==> config.mk <==
export PLATFORM = sky130hd
export DESIGN_NAME = thy_ctrl
export DESIGN_NICKNAME = d
export VERILOG_FILES = /design/src/rtl/thy_pkg.sv /design/src/rtl/thy_yield_decode.sv /design/src/rtl/thy_ctx_slot.sv /design/src/rtl/thy_pc_seq.sv /design/src/rtl/thy_ctrl.sv
export SDC_FILE = /design/constraint.sdc
export NUM_CORES = 1
export LEC_CHECK = 0
export ABC_AREA = 1
export BUFFER_PORTS_ARGS = -buffer_cell sky130_fd_sc_hd__buf_2
export CAP_MARGIN = 5
export CORE_MARGIN = 4
export CORE_UTILIZATION = 45
export CTS_BUF_LIST = sky130_fd_sc_hd__clkbuf_8 sky130_fd_sc_hd__clkbuf_16
export DETAILED_ROUTE_END_ITERATION = 7
export PLACE_DENSITY = 0.78
export SLEW_MARGIN = 30
export SYNTH_ARGS = -nofsm -noshare
export SYNTH_HDL_FRONTEND = slang
export SYNTH_HIERARCHICAL = 1
export SYNTH_SLANG_ARGS = --single-unit
==> constraint.sdc <==
create_clock -name clk -period 4.1 [get_ports clk]
set_clock_uncertainty 0.05 [all_clocks]
set_input_delay 0 -clock clk [delete_from_list [all_inputs] [get_ports clk]]
set_output_delay 0 -clock clk [all_outputs]
set_load 0.01 [all_outputs]
==> src/rtl/thy_pkg.sv <==
package thy_pkg;

   // Exception codes reported on exc_code (values are part of the interface)
   typedef enum logic [2:0] {
      EXC_NONE  = 3'd0,
      EXC_QUAL  = 3'd2,
      EXC_SCHED = 3'd4
   } thy_exc_e;

   typedef enum logic [1:0] {
      OP_IDLE,
      OP_YIELD,
      OP_HALT,
      OP_RESTORE
   } thy_op_e;

   // Fixed priority among simultaneous strobes: yield, then halt, then restore
   function automatic thy_op_e thy_pick_op(input logic y, input logic h, input logic r);
      thy_op_e op;
      if (y)      op = OP_YIELD;
      else if (h) op = OP_HALT;
      else if (r) op = OP_RESTORE;
      else        op = OP_IDLE;
      return op;
   endfunction

endpackage

==> src/rtl/thy_yield_decode.sv <==
module thy_yield_decode
   import thy_pkg::*;
#(
   parameter int XLEN = 32
) (
   input  logic [XLEN-1:0] src,
   input  logic [XLEN-1:0] mask,
   input  logic            caller_ready,
   input  logic            caller_dirty,
   input  logic            intercept,
   output logic            dealloc,
   output thy_exc_e        exc,
   output logic [XLEN-1:0] result
);

   // Two's complement -2: the plain scheduling hint that never traps
   localparam logic [XLEN-1:0] HINT_PLAIN = {{(XLEN-1){1'b1}}, 1'b0};

   logic is_zero;
   logic is_neg;
   logic excess;

   assign is_zero = (src == '0);
   assign is_neg  = src[XLEN-1];
   assign excess  = |(src & ~mask);
   assign result  = src & mask;

   always_comb begin
      dealloc = 1'b0;
      exc     = EXC_NONE;
      if (is_zero) begin
         dealloc = caller_ready;
      end else if (!is_neg) begin
         if (excess) exc = EXC_QUAL;
      end else if (src != HINT_PLAIN) begin
         if (intercept && caller_dirty) exc = EXC_SCHED;
      end
   end

endmodule

==> src/rtl/thy_ctx_slot.sv <==
module thy_ctx_slot #(
   parameter int              XLEN     = 32,
   parameter bit              RST_ACT  = 1'b0,
   parameter logic [XLEN-1:0] RESET_PC = '0
) (
   input  logic            clk,
   input  logic            rst_n,
   input  logic            halt_req,
   input  logic            restore_req,
   input  logic            dealloc_req,
   input  logic [XLEN-1:0] save_pc,
   output logic            active,
   output logic [XLEN-1:0] restart
);

   always_ff @(posedge clk) begin
      if (!rst_n) begin
         active  <= RST_ACT;
         restart <= RESET_PC;
      end else if (halt_req && active) begin
         active  <= 1'b0;
         restart <= save_pc;
      end else if (restore_req && !active) begin
         active  <= 1'b1;
      end else if (dealloc_req && active) begin
         active  <= 1'b0;
      end
   end

endmodule

==> src/rtl/thy_pc_seq.sv <==
module thy_pc_seq #(
   parameter int XLEN    = 32,
   parameter int PC_STEP = 4,
   parameter bit CHAIN   = 1'b0
) (
   input  logic [XLEN-1:0] base,
   output logic [XLEN-1:0] pc,
   output logic [XLEN-1:0] npc,
   output logic [XLEN-1:0] nnpc
);

   localparam logic [XLEN-1:0] STEP1 = XLEN'(PC_STEP);
   localparam logic [XLEN-1:0] STEP2 = XLEN'(2 * PC_STEP);

   assign pc  = base;
   assign npc = base + STEP1;

   generate
      if (CHAIN) begin : g_chain
         assign nnpc = npc + STEP1;
      end else begin : g_parallel
         assign nnpc = base + STEP2;
      end
   endgenerate

endmodule

==> src/rtl/thy_ctrl.sv <==
module thy_ctrl
   import thy_pkg::*;
#(
   parameter int               NCTX         = 4,
   parameter int               XLEN         = 32,
   parameter int               PC_STEP      = 4,
   parameter logic [NCTX-1:0]  ACT_RST      = NCTX'(1),
   parameter logic [XLEN-1:0]  RESET_PC     = '0,
   parameter bit               CHAIN_ADDERS = 1'b0,
   localparam int              CW           = (NCTX > 1) ? $clog2(NCTX) : 1
) (
   input  logic            clk,
   input  logic            rst_n,
   input  logic            req_yield,
   input  logic            req_halt,
   input  logic            req_restore,
   input  logic [CW-1:0]   req_ctx,
   input  logic [XLEN-1:0] yield_src,
   input  logic [XLEN-1:0] yield_mask,
   input  logic [XLEN-1:0] cur_npc,
   input  logic [NCTX-1:0] ctx_bind_ok,
   input  logic [NCTX-1:0] ctx_dyn_alloc,
   input  logic [NCTX-1:0] ctx_halt_hold,
   input  logic [NCTX-1:0] ctx_dirty,
   input  logic            sched_intercept,
   output logic [NCTX-1:0] ctx_active,
   output logic [XLEN-1:0] yield_result,
   output logic [2:0]      exc_code,
   output logic            fault,
   output logic            pc_load,
   output logic [CW-1:0]   pc_load_ctx,
   output logic [XLEN-1:0] pc_out,
   output logic [XLEN-1:0] npc_out,
   output logic [XLEN-1:0] nnpc_out
);

   // Elaboration-time parameter checks
   generate
      if (NCTX < 2) begin : g_bad_nctx
         $error("thy_ctrl: NCTX must be at least 2");
      end
      if (XLEN < 8) begin : g_bad_xlen
         $error("thy_ctrl: XLEN must be at least 8");
      end
      if (PC_STEP <= 0 || (PC_STEP & (PC_STEP - 1)) != 0) begin : g_bad_step
         $error("thy_ctrl: PC_STEP must be a positive power of two");
      end
   endgenerate

   thy_op_e         op;
   logic            ctx_ok;
   logic            sel_active;
   logic            sel_ready;
   logic            sel_dirty;
   logic [XLEN-1:0] sel_restart;
   logic            dec_dealloc;
   thy_exc_e        dec_exc;
   logic [XLEN-1:0] dec_result;
   logic            restore_hit;
   logic [XLEN-1:0] seq_pc;
   logic [XLEN-1:0] seq_npc;
   logic [XLEN-1:0] seq_nnpc;
   logic [XLEN-1:0] restart_vec [NCTX];
   thy_exc_e        exc_q;

   assign op     = thy_pick_op(req_yield, req_halt, req_restore);
   assign ctx_ok = (32'(req_ctx) < NCTX);

   assign sel_active  = ctx_ok && ctx_active[req_ctx];
   assign sel_dirty   = ctx_ok && ctx_dirty[req_ctx];
   assign sel_ready   = sel_active && ctx_bind_ok[req_ctx] &&
                        ctx_dyn_alloc[req_ctx] && !ctx_halt_hold[req_ctx];
   assign sel_restart = ctx_ok ? restart_vec[req_ctx] : RESET_PC;
   assign restore_hit = (op == OP_RESTORE) && ctx_ok && !sel_active;

   thy_yield_decode #(
      .XLEN(XLEN)
   ) u_decode (
      .src         (yield_src),
      .mask        (yield_mask),
      .caller_ready(sel_ready),
      .caller_dirty(sel_dirty),
      .intercept   (sched_intercept),
      .dealloc     (dec_dealloc),
      .exc         (dec_exc),
      .result      (dec_result)
   );

   // One state slot per context
   generate
      for (genvar i = 0; i < NCTX; i++) begin : g_slot
         logic hit;
         assign hit = ctx_ok && (32'(req_ctx) == i);

         thy_ctx_slot #(
            .XLEN    (XLEN),
            .RST_ACT (ACT_RST[i]),
            .RESET_PC(RESET_PC)
         ) u_slot (
            .clk        (clk),
            .rst_n      (rst_n),
            .halt_req   (hit && (op == OP_HALT)),
            .restore_req(hit && (op == OP_RESTORE)),
            .dealloc_req(hit && (op == OP_YIELD) && dec_dealloc),
            .save_pc    (cur_npc),
            .active     (ctx_active[i]),
            .restart    (restart_vec[i])
         );
      end
   endgenerate

   thy_pc_seq #(
      .XLEN   (XLEN),
      .PC_STEP(PC_STEP),
      .CHAIN  (CHAIN_ADDERS)
   ) u_pcseq (
      .base(sel_restart),
      .pc  (seq_pc),
      .npc (seq_npc),
      .nnpc(seq_nnpc)
   );

   // Registered result stage
   always_ff @(posedge clk) begin
      if (!rst_n) begin
         exc_q        <= EXC_NONE;
         fault        <= 1'b0;
         yield_result <= '0;
         pc_load      <= 1'b0;
         pc_load_ctx  <= '0;
         pc_out       <= '0;
         npc_out      <= '0;
         nnpc_out     <= '0;
      end else begin
         fault   <= 1'b0;
         pc_load <= 1'b0;
         if (op != OP_IDLE) begin
            exc_q <= (op == OP_YIELD) ? dec_exc : EXC_NONE;
         end
         if (op == OP_YIELD) begin
            yield_result <= dec_result;
            fault        <= (dec_exc != EXC_NONE);
         end
         if (restore_hit) begin
            pc_load     <= 1'b1;
            pc_load_ctx <= req_ctx;
            pc_out      <= seq_pc;
            npc_out     <= seq_npc;
            nnpc_out    <= seq_nnpc;
         end
      end
   end

   assign exc_code = exc_q;

endmodule

# Word level (Yosys, flattened, before mapping)
# Cells that the tools add are included.
# W data, S select, Z words.
# totals
reg_bits	267
output_inout_bits	139
in_bits	120
word_cells	117
# op_classes
n_eq_ne	7
n_bitwise	5
n_reduce_logical	52
mux	33
n_addsub	2
order_cmp	2
# op_table
operator	count
$and A32 B32 Y32	2
$bmux W32 S2	1
$mux W32	2
$logic_and A1 B1 Y1	33
$add A32 B3 Y32 const B	1
$add A32 B4 Y32 const B	1
$logic_not A32 Y1	1
$ne A32 B32 Y1 const B	1
$not A32 Y32	1
$reduce_or A32 Y1	1
$mux W1	16
$mux W3	5
$bmux W1 S2	5
$eq A2 B2 Y1 const B	4
$mux W2	4
$reduce_bool A2 Y1	4
$logic_not A1 Y1	6
$reduce_bool A3 Y1	2
$reduce_or A2 Y1	3
$eq A2 B1 Y1 const B	2
$ge A3 B3 Y1 const B	1
$lt A2 B3 Y1 const B	1
$not A2 Y3	1
$logic_not A2 Y1	1
other kinds (2)	2

# Longest topological paths before layout
# logic_depth
ltp_word	11
mapped_depth	18
depth_no_buf	16

# By module
# The synthesis kept the hierarchy.
# modules_own_cells
module	cells_per_inst	instances	area_each_um2	seq_area_each_um2
thy_ctrl	1171	1	7106.8	2702.6
thy_ctx_slot at g_slot[1].u_slot ...	210	3	1370.1	660.6
thy_pc_seq	315	1	1601.5	0.0
thy_ctx_slot at g_slot[0].u_slot	209	1	1367.6	660.6
thy_yield_decode	206	1	815.8	0.0

# Least setup slack after synthesis
# No wires, ideal clock.
# synth_timing
path_kind	input port to flip-flop
from	in req_ctx[1]
to	reg nnpc_out[29]
path_slack_ns	1.819
n_path_buf	2
setup_ns	0.110
cell_stages	18
required_ns	3.940
t_arrival_ns	2.121
cell_sequence	buf_2 > inv_2 > nor2_2 > clkbuf_1 > nand2_1 > nand3_1 > ha_1 > inv_1 > nor2_2 > nand2_2 > nor2_2 > nand2_1 > nand2_1 > nand2_1 > inv_1 > nand3_1 > nand2_1 > nor2_1
# synth_between
elab_chain_len	5
elab_cells_between_ends	9
cone_classes	add/sub: 1; mux: 5; bitwise: 1; reduce/logical: 2
# synth_rtl
element	line_no	text
start, declared	thy_ctrl.sv:17	input logic [CW-1:0] req_ctx,
$not A2 Y3 (implied by the code)	thy_ctrl.sv:73	assign sel_restart = ctx_ok ? restart_vec[req_ctx] : RESET_PC;
$bmux W32 S2	thy_ctrl.sv:73	
$mux W32 (implied by the code) (2 in a row)	thy_ctrl.sv:73	
named net sel_restart[4]	thy_ctrl.sv:55	logic [XLEN-1:0] sel_restart;
$add A32 B4 Y32	thy_pc_seq.sv:22	assign nnpc = base + STEP2;
named net seq_nnpc[29]	thy_ctrl.sv:62	logic [XLEN-1:0] seq_nnpc;
end signal, assigned	thy_ctrl.sv:149	nnpc_out <= seq_nnpc;
end, declared	thy_ctrl.sv:34	output logic [XLEN-1:0] nnpc_out
# The timed path passes the listed nets, and every way through them passes these cells. The select of a mux whose other input is x is not followed.
# A chain may end at the register's enable or synchronous reset.

# Worst setup path after layout
# layout_timing
from	in req_ctx[1]
to	reg g_slot[2].u_slot.restart[15]
# layout_between
elab_chain_len	3
# layout_rtl
element	line_no	text
$eq A2 B2 Y1	thy_ctrl.sv:93	assign hit = ctx_ok && (32'(req_ctx) == i);
$logic_and A1 B1 Y1	thy_ctrl.sv:102	.halt_req (hit && (op == OP_HALT)),
$logic_and A1 B1 Y1	thy_ctx_slot.sv:20	end else if (halt_req && active) begin
end signal, assigned	thy_ctx_slot.sv:22	restart <= save_pc;
end, declared	thy_ctx_slot.sv:13	output logic [XLEN-1:0] restart
# Every way passes these cells.

==> flow_metrics.env <==
export IMPL_synth_top_area_share_pct=35.6
export IMPL_drtPass1Iterations=6
export IMPL_required_ns=4.54
export IMPL_crit_path_top_delay_cell="nor2_2"
export IMPL_postLayoutCoreUtil_pct=56.1
export IMPL_cp_startpoint="req_ctx[1]"
export IMPL_root_buffer="clkbuf_16"
export IMPL_grt_pass1_vias=14638
export IMPL_grt_max_degree=118
export IMPL_wire_per_inst_um=14.3
export IMPL_cts_tree="yes"
export IMPL_hp_class="input pin to register"
export IMPL_fin_ws_ns=0.867
export IMPL_seqCellArea_um2=5350
export IMPL_start_util_pct=45.9
export IMPL_critical_path_top_delay_family="buffers and inverters"
export IMPL_worst_setup_path_type="input pin to register"
export IMPL_min_to="exc_code[2]"
export IMPL_place_ws_ns=0.914
export IMPL_drt_total_wl_um=46800
export IMPL_ys_seq_area_share_pct=35.6
export IMPL_io_buffers=258
export IMPL_finalHoldViolations=0
export IMPL_finalSetupTns_ns=0
export IMPL_worstPathArrival_ns=3.67
export IMPL_overflow=0
export IMPL_path_cells="dlygate4sd3_1 > buf_2 > inv_2 > nor2_2 > buf_4 > buf_4 > inv_1 > nor2_1 > nand2_4 > nand2_1 > nand2_1 > nor2_1 > dlygate4sd3_1"
export IMPL_cts_clk_slew_worst_paths_ns=0.06
export IMPL_rrSetupSlack_ns=1.52
export IMPL_synth_largest_area_cell="dfxtp_1"
export IMPL_min_from="yield_src[0]"
export IMPL_ys_warn_count=6
export IMPL_vias_per_cell=4.70
export IMPL_fp_row_count=66
export IMPL_ant_nets=0
export IMPL_fin_crit_ns=3.23
export IMPL_p_leak_uw=0.00994
export IMPL_nFillCells=3253
export IMPL_crit_fanout=63
export IMPL_peakVddDrop_mv=0.305
export IMPL_gp_congestion=0.931
export IMPL_powerDensity_nw_per_um2=340
export IMPL_drc=0
export IMPL_area_growth_pct=22.4
export IMPL_hpwl_um=31800
export IMPL_maxSlewViolCount=0
export IMPL_fin_area_um2=18400
export IMPL_die_height_um=191
export IMPL_netlist_instances=2531
export IMPL_slowest_delay_ns=0.62
export IMPL_r2r_cells=14
export IMPL_layout_nets=2938
export IMPL_holdBufCountCts=121
export IMPL_drv_cap=0
export IMPL_clk_latency_ns=0.56
export IMPL_avgSynthCellArea_um2=5.93
export IMPL_worst_setup_path_end_kind="register"
export IMPL_drive_gt1_share_pct=12.4
export IMPL_critPathBufInv=7
export IMPL_via_count=15429
export IMPL_r2r_start="g_slot[3].u_slot/restart[2]"
export IMPL_netlist_top_cells_area="dfxtp_1 36%, nand2_1 19%, inv_1 13%"
export IMPL_drt_iter0_markers=1099
export IMPL_core_area_um2=32700
export IMPL_r2r_end="npc_out[26]"
export IMPL_place_area_um2=16100
export IMPL_status="complete, no violations"
export IMPL_antenna_found_initial=4
export IMPL_dieArea_um2=36300
export IMPL_grt_pass1_wl_um=74100
export IMPL_multi_input_area_um2=6740
export IMPL_io_pins=259
export IMPL_clock_sinks=267
export IMPL_grt_setup_unrepaired="no"
export IMPL_mappedNetlistNets=2654
export IMPL_worstSetupStartpointType="input pin"
export IMPL_ys_ff_latch=267
export IMPL_grt_total_usage_pct=24.7
export IMPL_cts_buffers=30
export IMPL_cts_resized=0
export IMPL_ctsLongestPathBuffers=3
export IMPL_fin_crit_sh_pct=78.8
export IMPL_netlist_area_um2=15000
export IMPL_ys_types=33
export IMPL_holdPathStages=7
export IMPL_h_tree_depth=1
export IMPL_setup_viol=0
export IMPL_max_freq_mhz=309
export IMPL_postCtsSetupBuffers=0
export IMPL_max_slew_margin_pct=40.3
export IMPL_die_x_um=191
export IMPL_worst_pin_slew_ns=0.895
-- logic make-up after synthesis --
family	Yosys count	share of synthesized area, %
flip-flops	267	35.6
adder cells (fa/ha/maj)	3	0.250
AO/OA/AOI/OAI	105	4.43
buffers and inverters	685	19.5
XOR/XNOR	30	1.75
other	1	0.0250
AND/OR/NAND/NOR	1440	38.4
-- per-stage QoR --
stage / hold WS, ns / total power, µW / instances
global route: 0.116 / 6500 / 3284
CTS: 0.0361 / 6290 / 3280
global placement: 0.221 / 3460 / 3104
finish: 0.0607 / 6240 / 3284
floorplan: 0.0849 / 3210 / 2531
detailed placement: 0.231 / 3470 / 3104
-- layer usage --
metal	track usage, %	vias up	wire (µm)
met1	31.1	6925	19700
met4	8.98	0	1580
met2	42.6	520	22500
li1	-	7884	-
met5	0	-	0
met3	4.47	100	3030
-- power by group --
part           total (µW)  internal, µW  switching [µW]
logic                 781           313             468
registers            2740          2680            51.7
clock network        2730          1630            1100
total                6240          4630            1620
-- synth_stat cells (all sizes together) --
master,n
clkbuf,22
nor3b,1
and2,1
nand3b,2
xnor2,3
nand2,750
buf,123
nand3,148
clkinv,1
ha,3
inv,539
xor2,27
nand4,10
a21oi,9
nor3,2
o21ai,40
a31oi,1
nor2,524
dfxtp,267
or2,2
conb,1
a22oi,55
-- state kept, by name, summed over array words and instances (netlist names) --
| signal | count |
|---|---|
| npc_out | 32 |
| pc_load | 1 |
| fault | 1 |
| pc_out | 32 |
| g_slot.u_slot/restart | 128 |
| yield_result | 32 |
| nnpc_out | 32 |
| exc_code | 3 |
| pc_load_ctx | 2 |
| g_slot.u_slot/active | 4 |
-- layout make-up --
class                      instances  area share [%]
clock buffer                      39            4.82
inverter                         540            11.0
antenna                            4          0.0545
tap                              442            3.01
multi-input combinational       1579            36.7
clock inverter                    16           0.702
sequential                       267            29.1
timing repair buffer             397            14.6
-- cell usage in the layout, fill, tap and decap left out, drive strengths merged --
cell type,netlist,layout
bufinv,0,2
clkinvlp,0,2
nand3,148,148
nor2,524,524
diode,0,4
nand2,750,750
a31oi,1,1
or2,2,2
a22oi,55,55
o21ai,40,40
inv,539,547
xor2,27,27
a21oi,9,9
xnor2,3,3
clkbuf,22,39
clkinv,1,5
buf,123,276
nand3b,2,2
dlygate4sd3,0,121
ha,3,3
nor3,2,2
nand4,10,10
nor3b,1,1
conb,1,1
and2,1,1
dfxtp,267,267
-- worst min-delay path, cell delays in order --
cell     delay [ns]
buf_2          0.14
nor3b_1        0.07
nand2_1        0.06
nor2_1         0.05
a21oi_1        0.12
inv_1          0.06
o21ai_0        0.14
-- worst max-delay path by stage --
| stage | end | slack (ns) | cells after the start |
|---|---|---|---|
| 2_1_floorplan | nnpc_out[29] | 1.82 | 18 |
| 3_3_place_gp | npc_out[27] | 0.99 | 17 |
| 3_5_place_dp | npc_out[27] | 0.91 | 17 |
| 4_1_cts | npc_out[27] | 0.94 | 18 |
| 5_1_grt | npc_out[26] | 0.66 | 18 |
| 6_report | g_slot[2].u_slot/restart[15] | 0.87 | 13 |
Note: power is estimated with default switching activity, not from simulation.
